### src/rtl/evt_irq_pkg.sv
package evt_irq_pkg;
  localparam int unsigned REG_W   = 8;
  localparam int unsigned IRQ_W   = REG_W - 1;
  localparam int unsigned B_SF    = 7;
  localparam int unsigned B_HSF   = 6;
  localparam int unsigned B_BLK   = 5;
  localparam int unsigned B_ACT   = 4;
  localparam int unsigned B_OTH   = 3;
  localparam int unsigned B_TMSG  = 2;
  localparam int unsigned B_MSG   = 1;
  localparam int unsigned A_STAT  = 0;
  localparam int unsigned A_EN    = 1;
endpackage

### src/rtl/evt_chg_det.sv
module evt_chg_det #(
  parameter int unsigned W = 8
) (
  input  logic         clk,
  input  logic         rst_n,
  input  logic         vld_i,
  input  logic [W-1:0] d_i,
  output logic         evt_o
);
  logic [W-1:0] copy_q, copy_d;
  logic         primed_q, primed_d;

  always_comb begin
    copy_d   = copy_q;
    primed_d = primed_q;
    evt_o    = vld_i && primed_q && (d_i != copy_q);
    if (vld_i) begin
      copy_d   = d_i;
      primed_d = 1'b1;
    end
  end

  always_ff @(posedge clk or negedge rst_n) begin
    if (!rst_n) begin
      copy_q   <= '0;
      primed_q <= 1'b0;
    end else begin
      copy_q   <= copy_d;
      primed_q <= primed_d;
    end
  end

  // the stored copy tracks every accepted update
  a_r8_copy_follows: assert property (@(posedge clk) disable iff (!rst_n)
    vld_i |=> (copy_q == $past(d_i)));
  // first update after reset is silent
  a_r7_silent_until_primed: assert property (@(posedge clk) disable iff (!rst_n)
    evt_o |-> primed_q);
endmodule

### src/rtl/evt_blkerr.sv
module evt_blkerr (
  input  logic clk,
  input  logic rst_n,
  input  logic sf_start_i,
  input  logic ne_i,
  input  logic fe_i,
  output logic evt_o
);
  logic pend_q, pend_d, err;

  always_comb begin
    err    = ne_i | fe_i;
    evt_o  = sf_start_i & pend_q;
    pend_d = pend_q | err;
    if (sf_start_i) pend_d = err;
  end

  always_ff @(posedge clk or negedge rst_n) begin
    if (!rst_n) pend_q <= 1'b0;
    else        pend_q <= pend_d;
  end

  // each boundary restarts collection with only that cycle's flags
  a_r4_pend_restart: assert property (@(posedge clk) disable iff (!rst_n)
    sf_start_i |=> (pend_q == $past(ne_i | fe_i)));
  a_r4_only_on_boundary: assert property (@(posedge clk) disable iff (!rst_n)
    evt_o |-> sf_start_i);
endmodule

### src/rtl/evt_sticky.sv
module evt_sticky #(
  parameter int unsigned W = 7
) (
  input  logic         clk,
  input  logic         rst_n,
  input  logic [W-1:0] set_i,
  input  logic         clr_i,
  output logic [W-1:0] q_o
);
  logic [W-1:0] q_d;

  always_comb begin
    q_d = q_o;
    if (clr_i) q_d = '0;
    q_d = q_d | set_i;
  end

  always_ff @(posedge clk or negedge rst_n) begin
    if (!rst_n) q_o <= '0;
    else        q_o <= q_d;
  end

  // an event is never lost, even when it meets a clear
  a_r9_event_kept: assert property (@(posedge clk) disable iff (!rst_n)
    1'b1 |=> ((q_o & $past(set_i)) == $past(set_i)));
  // bits stay set without a clear
  a_r9_hold_idle: assert property (@(posedge clk) disable iff (!rst_n)
    !clr_i |=> ((q_o & $past(q_o)) == $past(q_o)));
endmodule

### src/rtl/evt_irq_reg.sv
module evt_irq_reg
  import evt_irq_pkg::*;
#(
  parameter int unsigned ADDR_W = 2,
  parameter int unsigned ACT_W  = 6,
  parameter int unsigned OTH_W  = 7,
  parameter int unsigned MSG_W  = 8
) (
  input  logic              clk,
  input  logic              rst_n,
  input  logic              sf_start_i,
  input  logic              hsf_done_i,
  input  logic              ne_blkerr_i,
  input  logic              fe_blkerr_i,
  input  logic [ACT_W-1:0]  act_stat_i,
  input  logic [OTH_W-1:0]  oth_stat_i,
  input  logic [MSG_W-1:0]  msg_i,
  input  logic              msg_vld_i,
  input  logic [MSG_W-1:0]  tmsg_i,
  input  logic              tmsg_vld_i,
  input  logic              poll_stat_i,
  input  logic              rd_en_i,
  input  logic [ADDR_W-1:0] rd_addr_i,
  output logic [REG_W-1:0]  rd_data_o,
  input  logic              wr_en_i,
  input  logic [ADDR_W-1:0] wr_addr_i,
  input  logic [IRQ_W-1:0]  wr_data_i,
  output logic              irq_o
);
  localparam logic [ADDR_W-1:0] STAT_ADR = ADDR_W'(A_STAT);
  localparam logic [ADDR_W-1:0] EN_ADR   = ADDR_W'(A_EN);

  logic [REG_W-1:1] set_vec;
  logic [REG_W-1:1] stat_q;
  logic [REG_W-1:1] en_q, en_d;
  logic [REG_W-1:0] rd_d;
  logic             rd_stat, evt_act, evt_oth, evt_tmsg, evt_msg, evt_blk;

  evt_blkerr i_blk (
    .clk(clk), .rst_n(rst_n), .sf_start_i(sf_start_i),
    .ne_i(ne_blkerr_i), .fe_i(fe_blkerr_i), .evt_o(evt_blk)
  );

  evt_chg_det #(.W(ACT_W)) i_act (
    .clk(clk), .rst_n(rst_n), .vld_i(1'b1), .d_i(act_stat_i), .evt_o(evt_act)
  );
  evt_chg_det #(.W(OTH_W)) i_oth (
    .clk(clk), .rst_n(rst_n), .vld_i(1'b1), .d_i(oth_stat_i), .evt_o(evt_oth)
  );
  evt_chg_det #(.W(MSG_W)) i_tmsg (
    .clk(clk), .rst_n(rst_n), .vld_i(tmsg_vld_i), .d_i(tmsg_i), .evt_o(evt_tmsg)
  );
  evt_chg_det #(.W(MSG_W)) i_msg (
    .clk(clk), .rst_n(rst_n), .vld_i(msg_vld_i), .d_i(msg_i), .evt_o(evt_msg)
  );

  always_comb begin
    set_vec         = '0;
    set_vec[B_SF]   = sf_start_i;
    set_vec[B_HSF]  = hsf_done_i;
    set_vec[B_BLK]  = evt_blk;
    set_vec[B_ACT]  = evt_act;
    set_vec[B_OTH]  = evt_oth;
    set_vec[B_TMSG] = evt_tmsg;
    set_vec[B_MSG]  = evt_msg;
  end

  assign rd_stat = rd_en_i && (rd_addr_i == STAT_ADR);

  evt_sticky #(.W(IRQ_W)) i_stk (
    .clk(clk), .rst_n(rst_n), .set_i(set_vec), .clr_i(rd_stat), .q_o(stat_q)
  );

  always_comb begin
    en_d = en_q;
    if (wr_en_i && (wr_addr_i == EN_ADR)) en_d = wr_data_i;
    rd_d = rd_data_o;
    if (rd_en_i) begin
      if (rd_addr_i == STAT_ADR)    rd_d = {stat_q, poll_stat_i};
      else if (rd_addr_i == EN_ADR) rd_d = {en_q, 1'b0};
      else                          rd_d = '0;
    end
  end

  always_ff @(posedge clk or negedge rst_n) begin
    if (!rst_n) begin
      en_q      <= '0;
      rd_data_o <= '0;
    end else begin
      en_q      <= en_d;
      rd_data_o <= rd_d;
    end
  end

  assign irq_o = |(stat_q & en_q);

  // a status read with no coinciding event leaves every sticky bit clear
  a_r9_read_clears: assert property (@(posedge clk) disable iff (!rst_n)
    (rd_stat && (set_vec == '0)) |=> (stat_q == '0));
  // the poll bit alone never raises the interrupt
  a_r10_poll_no_irq: assert property (@(posedge clk) disable iff (!rst_n)
    (stat_q == '0) |-> !irq_o);
  // an enable-register read keeps the sticky bits
  a_r11_en_read_keeps: assert property (@(posedge clk) disable iff (!rst_n)
    (rd_en_i && (rd_addr_i == EN_ADR)) |=> ((stat_q & $past(stat_q)) == $past(stat_q)));
  // interrupt only moves after state moves
  a_r12_irq_tracks_state: assert property (@(posedge clk) disable iff (!rst_n)
    ($stable(stat_q) && $stable(en_q)) |-> $stable(irq_o));
  // superframe start is seen in the sticky byte
  a_r2_sf_sets: assert property (@(posedge clk) disable iff (!rst_n)
    sf_start_i |=> stat_q[B_SF]);
endmodule

### config.mk
export PLATFORM = sky130hd
export DESIGN_NAME = evt_irq_reg
export DESIGN_NICKNAME = d
export VERILOG_FILES = /design/src/rtl/evt_irq_pkg.sv /design/src/rtl/evt_chg_det.sv /design/src/rtl/evt_blkerr.sv /design/src/rtl/evt_sticky.sv /design/src/rtl/evt_irq_reg.sv
export SDC_FILE = /design/constraint.sdc
export NUM_CORES = 1
export LEC_CHECK = 0
export CORE_MARGIN = 3
export CORE_UTILIZATION = 51
export DETAILED_ROUTE_END_ITERATION = 8
export PLACE_DENSITY = 0.83
export SLEW_MARGIN = 5
export SYNTH_ARGS = -nofsm -noshare
export SYNTH_HDL_FRONTEND = slang
export SYNTH_SLANG_ARGS = --single-unit
### constraint.sdc
create_clock -name clk -period 2.4 [get_ports clk]
set_input_delay 0.72 -clock clk [delete_from_list [all_inputs] [get_ports clk]]
set_output_delay 0.72 -clock clk [all_outputs]
set_load 0.02 [all_outputs]
==> impl_metrics.csv <==
group,metric,value,unit
outcome,status,"completed",
timing,post-route-period-util,92.9,%
yosys,yosysWarnings,0,
cts,postCtsSetupRepairBufs,0,
routing,routedWlPerCell,15.7,um
routing,dr.pass1.iters,5,
grt,grt_usage,18.2,%
grt,overflow,0,
cts,cts_htree_levels,2,
layout,diodes,0,
yosys,synthCells,167,
timing,period_needed,2230,ps
yosys,post-synth-top-area-cell,"dfrtp_1",
grt,grt_max_degree,56,
critical_path,crit_arrival,1510,ps
grt,busiest_layer,"met2",
grt,first_global_vias,1619,
cts,cts_tree,"built",
die,start_util,54.8,%
critical_path,crit_type,"register to output pin",
placement,io_buffer_count,59,
timing,finalSetupTns,0,ps
layout,mostFrequentLayoutCell,"clkdlybuf4s50_1",
layout,final_cell_mix,"clkdlybuf4s50_1, dfrtp_1, xor2_1",
yosys,syn-cell-area,0.00227,sq mm
routing,drt-total-wl,4420,um
placement,hpwl,3420,um
worst_hold_path,holdCritPathClass,"register to register",
timing,drv_slew,0,
timing,finalHoldViolCount,0,
grt,grt_pass1_wl,7430,um
die,ios,60,
cts,cts_hold_buffers,0,
grt,grtUsageMet1,22.1,%
layout,layoutNonFillerInstCount,281,
cts,cts_root_buffer,"clkbuf_8",
placement,gp_congestion,0.841,
die,fp.dieArea,0.00529,sq mm
routing,vias,1474,
routing,drtAntennaViolNets,0,
yosys,synthTopCellsByArea,"dfrtp_1, mux2_2, xor2_1",
timing,fmax,0.449,GHz
flow_run,maxCapViolCount,0,
pwr,p_per_area,633,mW/mm^2
critical_path,worstRegToRegCells,4,
timing,fin_worst_skew,4.51,ps
cts,cts_resized,1,
cts,cts_max_path_buffers,2,
routing,drc,0,
cts,cts_buffers,5,
die,rows,23,
layout,fin_util,72.5,%
critical_path,start_kind,"register",
timing,tightest_slew,676,ps
cts,clk_pin_slew_worst_paths,90,ps
routing,drt-initial-drc-count,49,
placement,dp.cells,274,
yosys,synth-edff-count,0,
yosys,async_flop_share,100,%
grt,met3_usage,4.68,%
die,core_area,0.00414,sq mm
pwr,ir_worst_vdd,376,uV
yosys,synth_top_area_share,60.6,%
yosys,synth_area_per_cell,13.6,sq um
worst_hold_path,hold_depth,1,
yosys,synth-seq-cells,55,
yosys,yosysUniqueCellTypes,25,
yosys,synth_nets,218,
critical_path,path_max_fanout,3,
grt,grt_use_met2,31.9,%
layout,areaGrowthSynthToFinish,32.3,%
die,die_height,72.7,um
critical_path,end_kind,"output pin",
cts,insertion_delay,300,ps
cts,cts_sinks,55,
yosys,synth_ff_type,"dfrtp_1",
timing,setup_viol,0,
timing,maxSlewHeadroom,55.0,%
layout,fin_nets,282,
pwr,leakage,0.00126,uW
timing,grt_setup_unrepaired,"false",
grt,antenna_found_initial,0,
routing,via_per_inst,5.25,
critical_path,required,1680,ps
layout,drive_gt1_share,16.0,%
die,die_w,72.7,um
yosys,yosysSeqAreaShare,60.6,%
-- sequential cells by signal (all words and copies together), names as in the netlist --
| signal | cells |
|---|---|
| en_q | 7 |
| i_stk.q_o | 7 |
| i_tmsg.copy_q | 8 |
| i_msg.primed_q | 1 |
| i_blk.pend_q | 1 |
| i_msg.copy_q | 8 |
| i_tmsg.primed_q | 1 |
| i_oth.primed_q | 1 |
| i_oth.copy_q | 7 |
| rd_data_o | 8 |
| i_act.copy_q | 6 |
-- metrics by stage --
stage               power [uW]  cell area, sq um  hold WS [ps]  setup WS (ps)
floorplan                 1240              2270           424            765
global placement          1400              2920           452            260
detailed placement        1430              2920           461            242
CTS                       1930              3000           483            161
global route              2010              3000           505           95.3
finish                    1900              3000           476            170
-- power by group --
group	switching (uW)	internal, uW	total [uW]	leakage, uW
Sequential	55.4	1010	1070	0.000629
Clock	271	227	497	0.0000470
Combinational	137	201	337	0.000586
-- worst max-delay path: stages (launching register included) --
cell	delay (ps)
dfrtp_1	410
a222oi_1	350
nand3_1	110
dlygate4sd2_1	340
-- worst paths after layout --
kind,from,endpoint,slack (ps)
worst max-delay path,i_stk.q_o[3],irq_o,170
worst min-delay path,i_tmsg.primed_q,i_tmsg.primed_q,480
worst max register to register,i_oth.copy_q[1],i_stk.q_o[2],1060
worst min register to register,i_tmsg.primed_q,i_tmsg.primed_q,480
max in group asynchronous,rst_n,i_msg.copy_q[4],1420
min in group asynchronous,rst_n,i_act.copy_q[3],530
-- routing by layer --
layer	routed length (um)	up-vias
li1	-	704
met1	1780	723
met2	2330	41
met3	250	6
met4	54	0
met5	0	-
-- cell families after synthesis --
group                     after synthesis  synth area share, %
AOI/OAI and AO/OA                      19                 6.17
xor gates and xnor gates               29                 11.2
buffers and inverters                  14                 2.53
DFF                                    55                 60.6
muxes                                  30                 14.5
other                                   1                0.165
and+or+nand+nor                        19                 4.85
-- synth_stat cells, types with 3 or more instances --
master,n
nand3_1,3
xor2_1,24
xnor2_1,5
inv_1,9
mux2_2,23
nand2_1,3
dfrtp_1,55
mux2i_1,7
o22ai_1,7
a22o_1,3
buf_2,4
nor4_1,5
-- layout make-up --
cell class	instances	area, sq um
Clock buffer	6	82.6
Sequential cell	55	1380
Tap cell	50	62.6
Fill cell	289	1140
Inverter	9	33.8
Clock inverter	1	5.00
Timing Repair Buffer	62	607
Multi-Input combinational cell	98	837
(Power assumes the default switching activity.)
